File: src/rtl/dma_short_pkg.sv
// Shared types for the short-address-mode DMA channel.
// Assumes: two serial ports and six timer channels feed the trigger decoder.
package dma_short_pkg;

    localparam int NUM_SCI = 2;
    localparam int NUM_TMR = 6;

    typedef enum logic [1:0] {
        ST_IDLE = 2'd0,
        ST_RD   = 2'd1,
        ST_WR   = 2'd2,
        ST_SGL  = 2'd3
    } xfer_st_e;

    // Control byte: first member is bit 7.
    typedef struct packed {
        logic       word;
        logic       dec;
        logic       rpt;
        logic       dir;
        logic [3:0] src;
    } chan_ctl_t;

endpackage

File: src/rtl/dma_trig_sel.sv
// Trigger selector: synchronises the request pin, finds its falling edge
// and picks the event that the 4-bit source code names.
// Assumes: peripheral strobes are synchronous to clk; req_n is asynchronous.
module dma_trig_sel
    import dma_short_pkg::*;
#(
    parameter int SYNC_STAGES = 2,
    parameter bit CHAN_B      = 1'b1
) (
    input  logic               clk,
    input  logic               rst_n,
    input  logic [3:0]         src,
    input  logic               adc_done,
    input  logic [NUM_SCI-1:0] sci_txe,
    input  logic [NUM_SCI-1:0] sci_rxf,
    input  logic [NUM_TMR-1:0] tmr_cap,
    input  logic               req_n,
    output logic               evt_hit,
    output logic               lvl_req
);

    logic [SYNC_STAGES-1:0] sync_q;
    logic                   pin_prev;
    logic                   pin_lo;
    logic                   pin_fall;

    // Shift the request pin through the synchroniser and keep its last value.
    always_ff @(posedge clk) begin
        if (!rst_n) begin
            sync_q   <= '1;
            pin_prev <= 1'b1;
        end else begin
            sync_q[0] <= req_n;
            for (int i = 1; i < SYNC_STAGES; i++) begin
                sync_q[i] <= sync_q[i-1];
            end
            pin_prev <= sync_q[SYNC_STAGES-1];
        end
    end

    assign pin_lo   = ~sync_q[SYNC_STAGES-1];
    assign pin_fall = pin_prev & pin_lo;

    // Decode the source code into a one-shot hit or a level request.
    always_comb begin
        evt_hit = 1'b0;
        lvl_req = 1'b0;
        case (src)
            4'h1:    evt_hit = adc_done;
            4'h2:    evt_hit = CHAN_B & pin_fall;
            4'h3:    lvl_req = CHAN_B & pin_lo;
            4'h4:    evt_hit = sci_txe[0];
            4'h5:    evt_hit = sci_rxf[0];
            4'h6:    evt_hit = sci_txe[1];
            4'h7:    evt_hit = sci_rxf[1];
            4'h8, 4'h9, 4'hA, 4'hB, 4'hC, 4'hD:
                     evt_hit = tmr_cap[src[2:0]];
            default: evt_hit = 1'b0;
        endcase
    end

endmodule

File: src/rtl/dma_step_unit.sv
// Memory address stepper: adds or subtracts 1 (byte) or 2 (word).
// Assumes: the address wraps modulo 2^AW.
module dma_step_unit #(
    parameter int AW = 16
) (
    input  logic [AW-1:0] addr_in,
    input  logic          word,
    input  logic          dec,
    output logic [AW-1:0] addr_out
);

    localparam logic [AW-1:0] STEP_B = AW'(1);
    localparam logic [AW-1:0] STEP_W = AW'(2);

    logic [AW-1:0] step;

    // Pick the step size and direction.
    always_comb begin
        step     = word ? STEP_W : STEP_B;
        addr_out = dec ? (addr_in - step) : (addr_in + step);
    end

endmodule

File: src/rtl/dma_xfer_count.sv
// Transfer counter: holds the loaded count, counts down per transfer and
// reloads itself when the last transfer of a repeat block completes.
// Assumes: a loaded value of 0 stands for 2^CW transfers.
module dma_xfer_count #(
    parameter int CW = 8
) (
    input  logic          clk,
    input  logic          rst_n,
    input  logic          load,
    input  logic [CW-1:0] load_val,
    input  logic          tick,
    input  logic          rpt,
    output logic          last
);

    localparam logic [CW-1:0] ONE = CW'(1);

    logic [CW-1:0] cnt_q;
    logic [CW-1:0] init_q;

    // Load, count down, or reload in repeat mode.
    always_ff @(posedge clk) begin
        if (!rst_n) begin
            cnt_q  <= '0;
            init_q <= '0;
        end else if (load) begin
            cnt_q  <= load_val;
            init_q <= load_val;
        end else if (tick) begin
            cnt_q <= (last && rpt) ? init_q : (cnt_q - ONE);
        end
    end

    assign last = (cnt_q == ONE);

endmodule

File: src/rtl/dma_short_chan.sv
// Short-address-mode DMA channel: on each selected trigger it runs one
// transfer (read+write in dual mode, one acknowledged cycle in single mode),
// steps the memory address and counts down. It ends or reloads at count out.
// Assumes: the bus completes each cycle in one clock; setup only when idle.
module dma_short_chan
    import dma_short_pkg::*;
#(
    parameter int AW          = 16,
    parameter int DW          = 16,
    parameter int CW          = 8,
    parameter int SYNC_STAGES = 2,
    parameter bit CHAN_B      = 1'b1
) (
    input  logic               clk,
    input  logic               rst_n,
    input  logic               setup_we,
    input  logic [7:0]         setup_ctl,
    input  logic               setup_single,
    input  logic [AW-1:0]      setup_mem,
    input  logic [AW-1:0]      setup_io,
    input  logic [CW-1:0]      setup_cnt,
    input  logic               adc_done,
    input  logic [NUM_SCI-1:0] sci_txe,
    input  logic [NUM_SCI-1:0] sci_rxf,
    input  logic [NUM_TMR-1:0] tmr_cap,
    input  logic               req_n,
    output logic               bus_req,
    output logic               bus_we,
    output logic               bus_word,
    output logic [AW-1:0]      bus_addr,
    output logic [DW-1:0]      bus_wdata,
    input  logic [DW-1:0]      bus_rdata,
    output logic               ack_n,
    output logic               done_irq,
    output logic               chan_en
);

    chan_ctl_t     ctl_q;
    logic          single_q;
    logic [AW-1:0] mem_q;
    logic [AW-1:0] mem_init_q;
    logic [AW-1:0] io_q;
    logic [AW-1:0] mem_next;
    logic [DW-1:0] data_q;
    logic          en_q;
    logic          pend_q;
    logic          irq_q;
    xfer_st_e      st_q;
    xfer_st_e      st_d;
    logic          evt_hit;
    logic          lvl_req;
    logic          start;
    logic          finish;
    logic          last;

    dma_trig_sel #(
        .SYNC_STAGES (SYNC_STAGES),
        .CHAN_B      (CHAN_B)
    ) u_trig (
        .clk      (clk),
        .rst_n    (rst_n),
        .src      (ctl_q.src),
        .adc_done (adc_done),
        .sci_txe  (sci_txe),
        .sci_rxf  (sci_rxf),
        .tmr_cap  (tmr_cap),
        .req_n    (req_n),
        .evt_hit  (evt_hit),
        .lvl_req  (lvl_req)
    );

    dma_step_unit #(
        .AW (AW)
    ) u_step (
        .addr_in  (mem_q),
        .word     (ctl_q.word),
        .dec      (ctl_q.dec),
        .addr_out (mem_next)
    );

    dma_xfer_count #(
        .CW (CW)
    ) u_cnt (
        .clk      (clk),
        .rst_n    (rst_n),
        .load     (setup_we),
        .load_val (setup_cnt),
        .tick     (finish && !setup_we),
        .rpt      (ctl_q.rpt),
        .last     (last)
    );

    assign start  = en_q && (st_q == ST_IDLE) && (pend_q || evt_hit || lvl_req);
    assign finish = (st_q == ST_WR) || (st_q == ST_SGL);

    // Next transfer state.
    always_comb begin
        st_d = st_q;
        case (st_q)
            ST_IDLE: if (start) st_d = single_q ? ST_SGL : ST_RD;
            ST_RD:   st_d = ST_WR;
            default: st_d = ST_IDLE;
        endcase
    end

    // Channel state, addresses, pending request and done pulse.
    always_ff @(posedge clk) begin
        if (!rst_n) begin
            ctl_q      <= '0;
            single_q   <= 1'b0;
            mem_q      <= '0;
            mem_init_q <= '0;
            io_q       <= '0;
            data_q     <= '0;
            en_q       <= 1'b0;
            pend_q     <= 1'b0;
            irq_q      <= 1'b0;
            st_q       <= ST_IDLE;
        end else if (setup_we) begin
            ctl_q      <= chan_ctl_t'(setup_ctl);
            single_q   <= setup_single;
            mem_q      <= setup_mem;
            mem_init_q <= setup_mem;
            io_q       <= setup_io;
            en_q       <= 1'b1;
            pend_q     <= 1'b0;
            irq_q      <= 1'b0;
            st_q       <= ST_IDLE;
        end else begin
            st_q  <= st_d;
            irq_q <= 1'b0;
            if (st_q == ST_RD) begin
                data_q <= bus_rdata;
            end
            if (start) begin
                pend_q <= pend_q && evt_hit;
            end else if (evt_hit && en_q) begin
                pend_q <= 1'b1;
            end
            if (finish) begin
                mem_q <= (last && ctl_q.rpt) ? mem_init_q : mem_next;
                if (last && !ctl_q.rpt) begin
                    en_q   <= 1'b0;
                    pend_q <= 1'b0;
                    irq_q  <= 1'b1;
                end
            end
        end
    end

    // Bus cycle outputs for the current state.
    always_comb begin
        bus_req  = (st_q != ST_IDLE);
        bus_we   = (st_q == ST_WR) || ((st_q == ST_SGL) && ctl_q.dir);
        bus_word = bus_req && ctl_q.word;
        ack_n    = (st_q != ST_SGL);
        case (st_q)
            ST_RD:   bus_addr = ctl_q.dir ? io_q : mem_q;
            ST_WR:   bus_addr = ctl_q.dir ? mem_q : io_q;
            ST_SGL:  bus_addr = mem_q;
            default: bus_addr = '0;
        endcase
    end

    assign bus_wdata = data_q;
    assign done_irq  = irq_q;
    assign chan_en   = en_q;

endmodule

File: config.mk
export PLATFORM = sky130hd
export DESIGN_NAME = dma_short_chan
export DESIGN_NICKNAME = d
export VERILOG_FILES = /design/src/rtl/dma_short_pkg.sv /design/src/rtl/dma_trig_sel.sv /design/src/rtl/dma_step_unit.sv /design/src/rtl/dma_xfer_count.sv /design/src/rtl/dma_short_chan.sv
export SDC_FILE = /design/constraint.sdc
export NUM_CORES = 1
export LEC_CHECK = 0
export ABC_AREA = 1
export BUFFER_PORTS_ARGS = -buffer_cell sky130_fd_sc_hd__buf_2
export CORE_UTILIZATION = 31
export DETAILED_ROUTE_END_ITERATION = 16
export GPL_ROUTABILITY_DRIVEN = 1
export PLACE_DENSITY = 0.61
export SYNTH_ARGS = -nofsm -noshare
export SYNTH_HDL_FRONTEND = slang
export SYNTH_SLANG_ARGS = --single-unit
File: constraint.sdc
create_clock -name clk -period 3.3 [get_ports clk]
set_clock_uncertainty 0.2 [all_clocks]
set_input_delay 0.495 -clock clk [delete_from_list [all_inputs] [get_ports clk]]
set_output_delay 0.495 -clock clk [all_outputs]
set_load 0.02 [all_outputs]
### Word level (Yosys, flattened, before mapping)

Index checks and enable logic that the tools add are counted.

| operators by class | value |
|---|---|
| add/subtract/negate cells | 3 |
| magnitude comparators | 1 |
| equal/unequal tests | 19 |
| mux-type cells | 26 |
| bitwise logic cells | 5 |
| reductions and logical operators | 25 |

Operators by type and width:

| operator | count |
|---|---|
| 2-to-1 mux 16 bit | 6 |
| case mux 16 bit (3 select lines) | 1 |
| == test 4 bit (second input constant) | 6 |
| 2-to-1 mux 8 bit | 3 |
| adder 16 bit | 1 |
| == test 4 x 3 -> 1 bit (second input constant) | 4 |
| subtractor 16 bit | 1 |
| 2-to-1 mux 1 bit | 10 |
| logical AND 1 bit | 9 |
| == test 4 x 2 -> 1 bit (second input constant) | 2 |
| == test 8 x 1 -> 1 bit (second input constant) | 1 |
| nonzero test 2 bit | 4 |
| subtractor 8 x 1 -> 8 bit (second input constant) | 1 |
| case mux 1 bit (7 select lines) | 1 |
| 2-to-1 mux 2 bit | 3 |
| OR reduction 6 bit | 1 |
| == test 2 bit (second input constant) | 2 |
| == test 4 x 1 -> 1 bit (second input constant) | 1 |
| logical OR 1 bit | 4 |
| less-than comparator 3 x 4 -> 1 bit (second input constant) | 1 |
| inequality test 2 bit (second input constant) | 2 |
| inverter 1 bit | 4 |
| case mux 2 bit (2 select lines) | 1 |
| AND reduction 2 bit | 2 |
| other kinds (7) | 8 |

| storage, ports and cells | value |
|---|---|
| flip-flop bits (word level) | 97 |
| bits of input ports | 80 |
| output and inout bits | 38 |
| logic and storage cells | 97 |

### Depth between registers and ports, before layout

| depth | value |
|---|---|
| depth after elaboration | 9 |
| mapped depth | 16 |
| gate-level depth less buffers | 16 |

### By module

Synthesis repeated with hierarchy kept, for this count alone.

| unflattened totals | value |
|---|---|
| cells, all modules | 914 |
| area total of the unflattened synthesis | 5910.7 µm² |

By module, submodules not included:

| module | times used | cells each | area an instance (µm²) | seq. area each (µm²) |
|---|---|---|---|---|
| dma_short_chan | 1 | 543 | 3766.1 | 1561.5 |
| dma_xfer_count | 1 | 136 | 949.7 | 320.3 |
| dma_step_unit | 1 | 185 | 930.9 | 0.0 |
| dma_trig_sel | 1 | 50 | 264.0 | 60.1 |

### Worst setup path before layout

No wires, ideal clock.

| timing | value |
|---|---|
| path kind | reg-to-reg |
| start | register ctl_q[6] in the netlist's numbering |
| end | register mem_q[8] |
| library setup time | 0.122 ns |
| data arrival time | 1.780 ns |
| data required time | 2.978 ns |
| setup slack | 1.199 ns |
| cell stages (with the launch flop) | 11 |
| buffers on the path | 0 |
| period minus slack after synthesis | 2.101 ns |
| cell sequence | dfxtp_1 > nand2_1 > fa_1 > inv_1 > nand3_1 > nand3_1 > a21oi_1 > nand2_1 > nand2_1 > o21ai_0 > a21oi_1 |

| on the way | value |
|---|---|
| cells in the longest elaborated chain, start to end | 4 |

RTL lines:

| item | RTL line | source |
|---|---|---|
| from (decl) | dma_short_chan.sv:38 | `chan_ctl_t ctl_q;` |
| from (signal assigned) | dma_short_chan.sv:120 | `ctl_q <= chan_ctl_t'(setup_ctl);` |
| 2-to-1 mux 16 bit | dma_step_unit.sv:20 | `addr_out = dec ? (addr_in - step) : (addr_in + step);` |
| 2-to-1 mux 16 bit | dma_short_chan.sv:141 | `mem_q <= (last && ctl_q.rpt) ? mem_init_q : mem_next;` |
| 2-to-1 mux 16 bit | dma_short_chan.sv:140 | `if (finish) begin` |
| 2-to-1 mux 16 bit | dma_short_chan.sv:119 | `end else if (setup_we) begin` |
| to (signal assigned) | dma_short_chan.sv:122 | `mem_q <= setup_mem;` |
| to (signal assigned) | dma_short_chan.sv:141 |  |
| to (decl) | dma_short_chan.sv:40 | `logic [AW-1:0] mem_q;` |

Every way passes these cells. The select of a mux whose other input is x is not followed.
A chain may end at the register's enable or synchronous reset.

### Final worst setup path

| timing | value |
|---|---|
| start | register st_q[1] |
| end | output port bus_addr[4] |

| on the way | value |
|---|---|
| cells in the longest elaborated chain, start to end | 2 |
| elaborated cells on any way between the ends | 4 |
| those cells by class | eq/ne (3); mux (1) |

RTL lines:

| item | RTL line | source |
|---|---|---|
| from (decl) | dma_short_chan.sv:48 | `xfer_st_e st_q;` |
| from (signal assigned) | dma_short_chan.sv:130 | `st_q <= st_d;` |
| == test 2 bit / == test 2 x 1 -> 1 bit (equally long branches) | dma_short_chan.sv:157 | `case (st_q)` |
| case mux 16 bit (3 select lines) * | dma_short_chan.sv:157 |  |
| to (decl) | dma_short_chan.sv:30 | `output logic [AW-1:0] bus_addr,` |

Every way passes the cells marked *; elsewhere a longest branch is shown, timed or not.

==> metrics.cfg <==
[synthesis]
synth-seq-area-share_pct=35.64
ys_ff_latch=97
avgSynthCellArea_um2=6.669
syn-num-nets=915
async_flop_share_pct=0
synth_top_cells_by_area=dfxtp_1 (36%), nand2_1 (12%), nor2_1 (8.0%)
synth.cell_area_um2=5449
yosysMostFrequentCell=nand2_1
ys.flop_type=dfxtp_1
syn_inst=817
synth_top_area_share_pct=35.64
synth_area_leader_cell=dfxtp_1
synth-warning-count=0
yosys-top-cells-count=nand2_1 (169), nor2_1 (116), dfxtp_1 (97)
synth_cell_types=36
synth_edf_count=0

[cts]
cts.path.max_buffers=2
cts_inserted_buffers=9
cts_tree=yes
clk_latency_ns=0.36
holdBufCountCts=0
cts.sinks=97
cts_root_buffer=clkbuf_16
clk_pin_slew_ns=0.07
cts_resized=0
cts_setup_buffers=0
h-tree-depth=3

[floorplanning]
initial_core_util_pct=31.61
die_y_um=134.6
boundaryPins=118
core_area_um2=17240
rows=48
die_w_um=134.6
die_area_um2=18110

[setup_path]
worst-r2r-cell-count=12
path_max_fanout=14
cp-start-kind=flop
cp.required_ns=2.60
worst_setup_path_end_kind=primary output
critical_path_class=reg2out
crit_arrival_ns=2.23

[global_route]
grt_pass1_vias=5188
gr-usage-all-layers_pct=18.02
grt_antenna_before_repair=1
grt_max_degree=48
grt_pass1_wl_mm=25.80
grt_overflow=0

[timing]
whs_ns=0.1265
setup_viol=0
fmax_ghz=0.3416
worst_slack_ns=0.3729
rsz0062_at_grt=no
hold_viol_final=0
slew_violations=0
worst_slew_pin_slew_ns=1.200
period_minus_slack_ns=2.927
fin_tns_setup_ns=0
timing.slew.headroom_pct=19.49
min_period_over_period_pct=88.70

[placed_design]
place_worst_setup_slack_ns=0.8340
dpl_cell_area_um2=6187
globalplace.congestion=0.8692
dpl.cell_count=1129
hpwlAfterDp_mm=11.34
port_buffers=117

[power_and_ir_drop]
cellPowerDensity_nw_per_um2=441.2
p_leak_nw=3.187
ir_drop_mv=0.2698
total_power_mw=2.876

[route]
drt_iter0_markers=333
routedWlPerCell_um=13.72
vias_per_cell=4.852
ant_nets=0
first_pass_iters=4
routed-via-count=5555
drt-total-wl_mm=15.71
drc=0

[outcome]
status=finished clean

[worst_hold_path]
hp-class=in2reg
whs_path_depth=2

[layout]
final_util_pct=37.81
final_cells=1145
nFillCells=1858
design_area_um2=6518
syn2layout_area_growth_pct=19.61
fin_nets=1013
layout-drive-gt1-share_pct=17.63

[job]
maxCapViolations=0

==> layer usage <==
metal,vias to the layer above,track usage (%),wire [µm]
li1,2873,-,-
met1,2546,22.25,7198
met2,116,30.34,7340
met3,18,5.818,961
met4,2,4.245,206
met5,-,0,8
==> power breakdown <==
group	internal, mW	switching (mW)
Sequential	1.23	0.0503
Clock	0.689	0.474
Combinational	0.165	0.266
==> sequential cells by signal, summed over array words and instances, names as in the netlist <==
name	count
st_q	2
chan_en	1
done_irq	1
u_trig.pin_prev	1
u_trig.sync_q	2
bus_wdata	16
ctl_q	8
u_cnt.cnt_q	8
u_cnt.init_q	8
mem_init_q	16
pend_q	1
single_q	1
io_q	16
mem_q	16
==> cell usage in the layout (no fill, tap or decap), types with 2 or more instances in the layout <==
| cell | synthesis | final |
|---|---|---|
| a21boi_0 | 12 | 12 |
| a21oi_1 | 53 | 53 |
| a31oi_1 | 10 | 10 |
| buf_2 | 12 | 117 |
| buf_4 | 2 | 10 |
| bufinv_16 | 0 | 2 |
| clkbuf_16 | 0 | 9 |
| clkinv_4 | 0 | 2 |
| dfxtp_1 | 97 | 97 |
| ha_1 | 17 | 17 |
| inv_1 | 95 | 95 |
| inv_2 | 4 | 4 |
| nand2_1 | 169 | 169 |
| nand2_2 | 3 | 3 |
| nand3_1 | 49 | 49 |
| nand4_1 | 4 | 4 |
| nor2_1 | 116 | 116 |
| nor2_2 | 5 | 5 |
| nor2_4 | 4 | 4 |
| nor3_1 | 3 | 3 |
| o211ai_1 | 12 | 12 |
| o21ai_0 | 77 | 77 |
| o21ai_1 | 4 | 4 |
| o221ai_1 | 15 | 15 |
| o22ai_1 | 8 | 8 |
| or2_2 | 2 | 2 |
| xnor2_1 | 5 | 5 |
| xor2_1 | 5 | 5 |
==> logic make-up (layout without fill, tap and decap cells) <==
kind of cell	Yosys count	after routing	synth area share, %
buf+inv	140	242	10.63
compound gates	195	195	20.67
xor+xnor	10	10	1.607
simple gates	357	357	27.19
flops	97	97	35.64
other cells	0	1	0
fa+ha+maj	18	18	4.271
==> worst paths after layout <==
| check | startpoint | end | slack, ns |
|---|---|---|---|
| worst min register to register | u_trig.sync_q[0]$_SDFF_PN1_ | u_trig.sync_q[1]$_SDFF_PN1_ | 0.22 |
| worst min-delay path | req_n | u_trig.sync_q[0]$_SDFF_PN1_ | 0.13 |
| worst max-delay path | st_q[1]$_SDFFE_PP0P_ | bus_addr[4] | 0.37 |
| worst max register to register | ctl_q[6]$_SDFFE_PN0P_ | mem_q[11]$_SDFFE_PN0P_ | 1.04 |
==> worst max-delay path, cell delays in order (launching register included) <==
cell and delay (ns):
dfxtp_1 0.42, o21ai_1 0.98, o221ai_1 0.25, buf_2 0.22
==> final cells by class <==
type	instances	area, µm²	share of cell area (%)
Sequential cell	97	1942	29.79
Tap cell	225	281.5	4.319
Antenna cell	1	2.502	0.03840
Clock inverter	5	88.84	1.363
Multi-Input combinational cell	580	2928	44.92
Clock buffer	10	239.0	3.667
Timing Repair Buffer	127	660.6	10.14
Inverter	100	375.4	5.759
No activity file was read; power rests on OpenSTA's default activity.
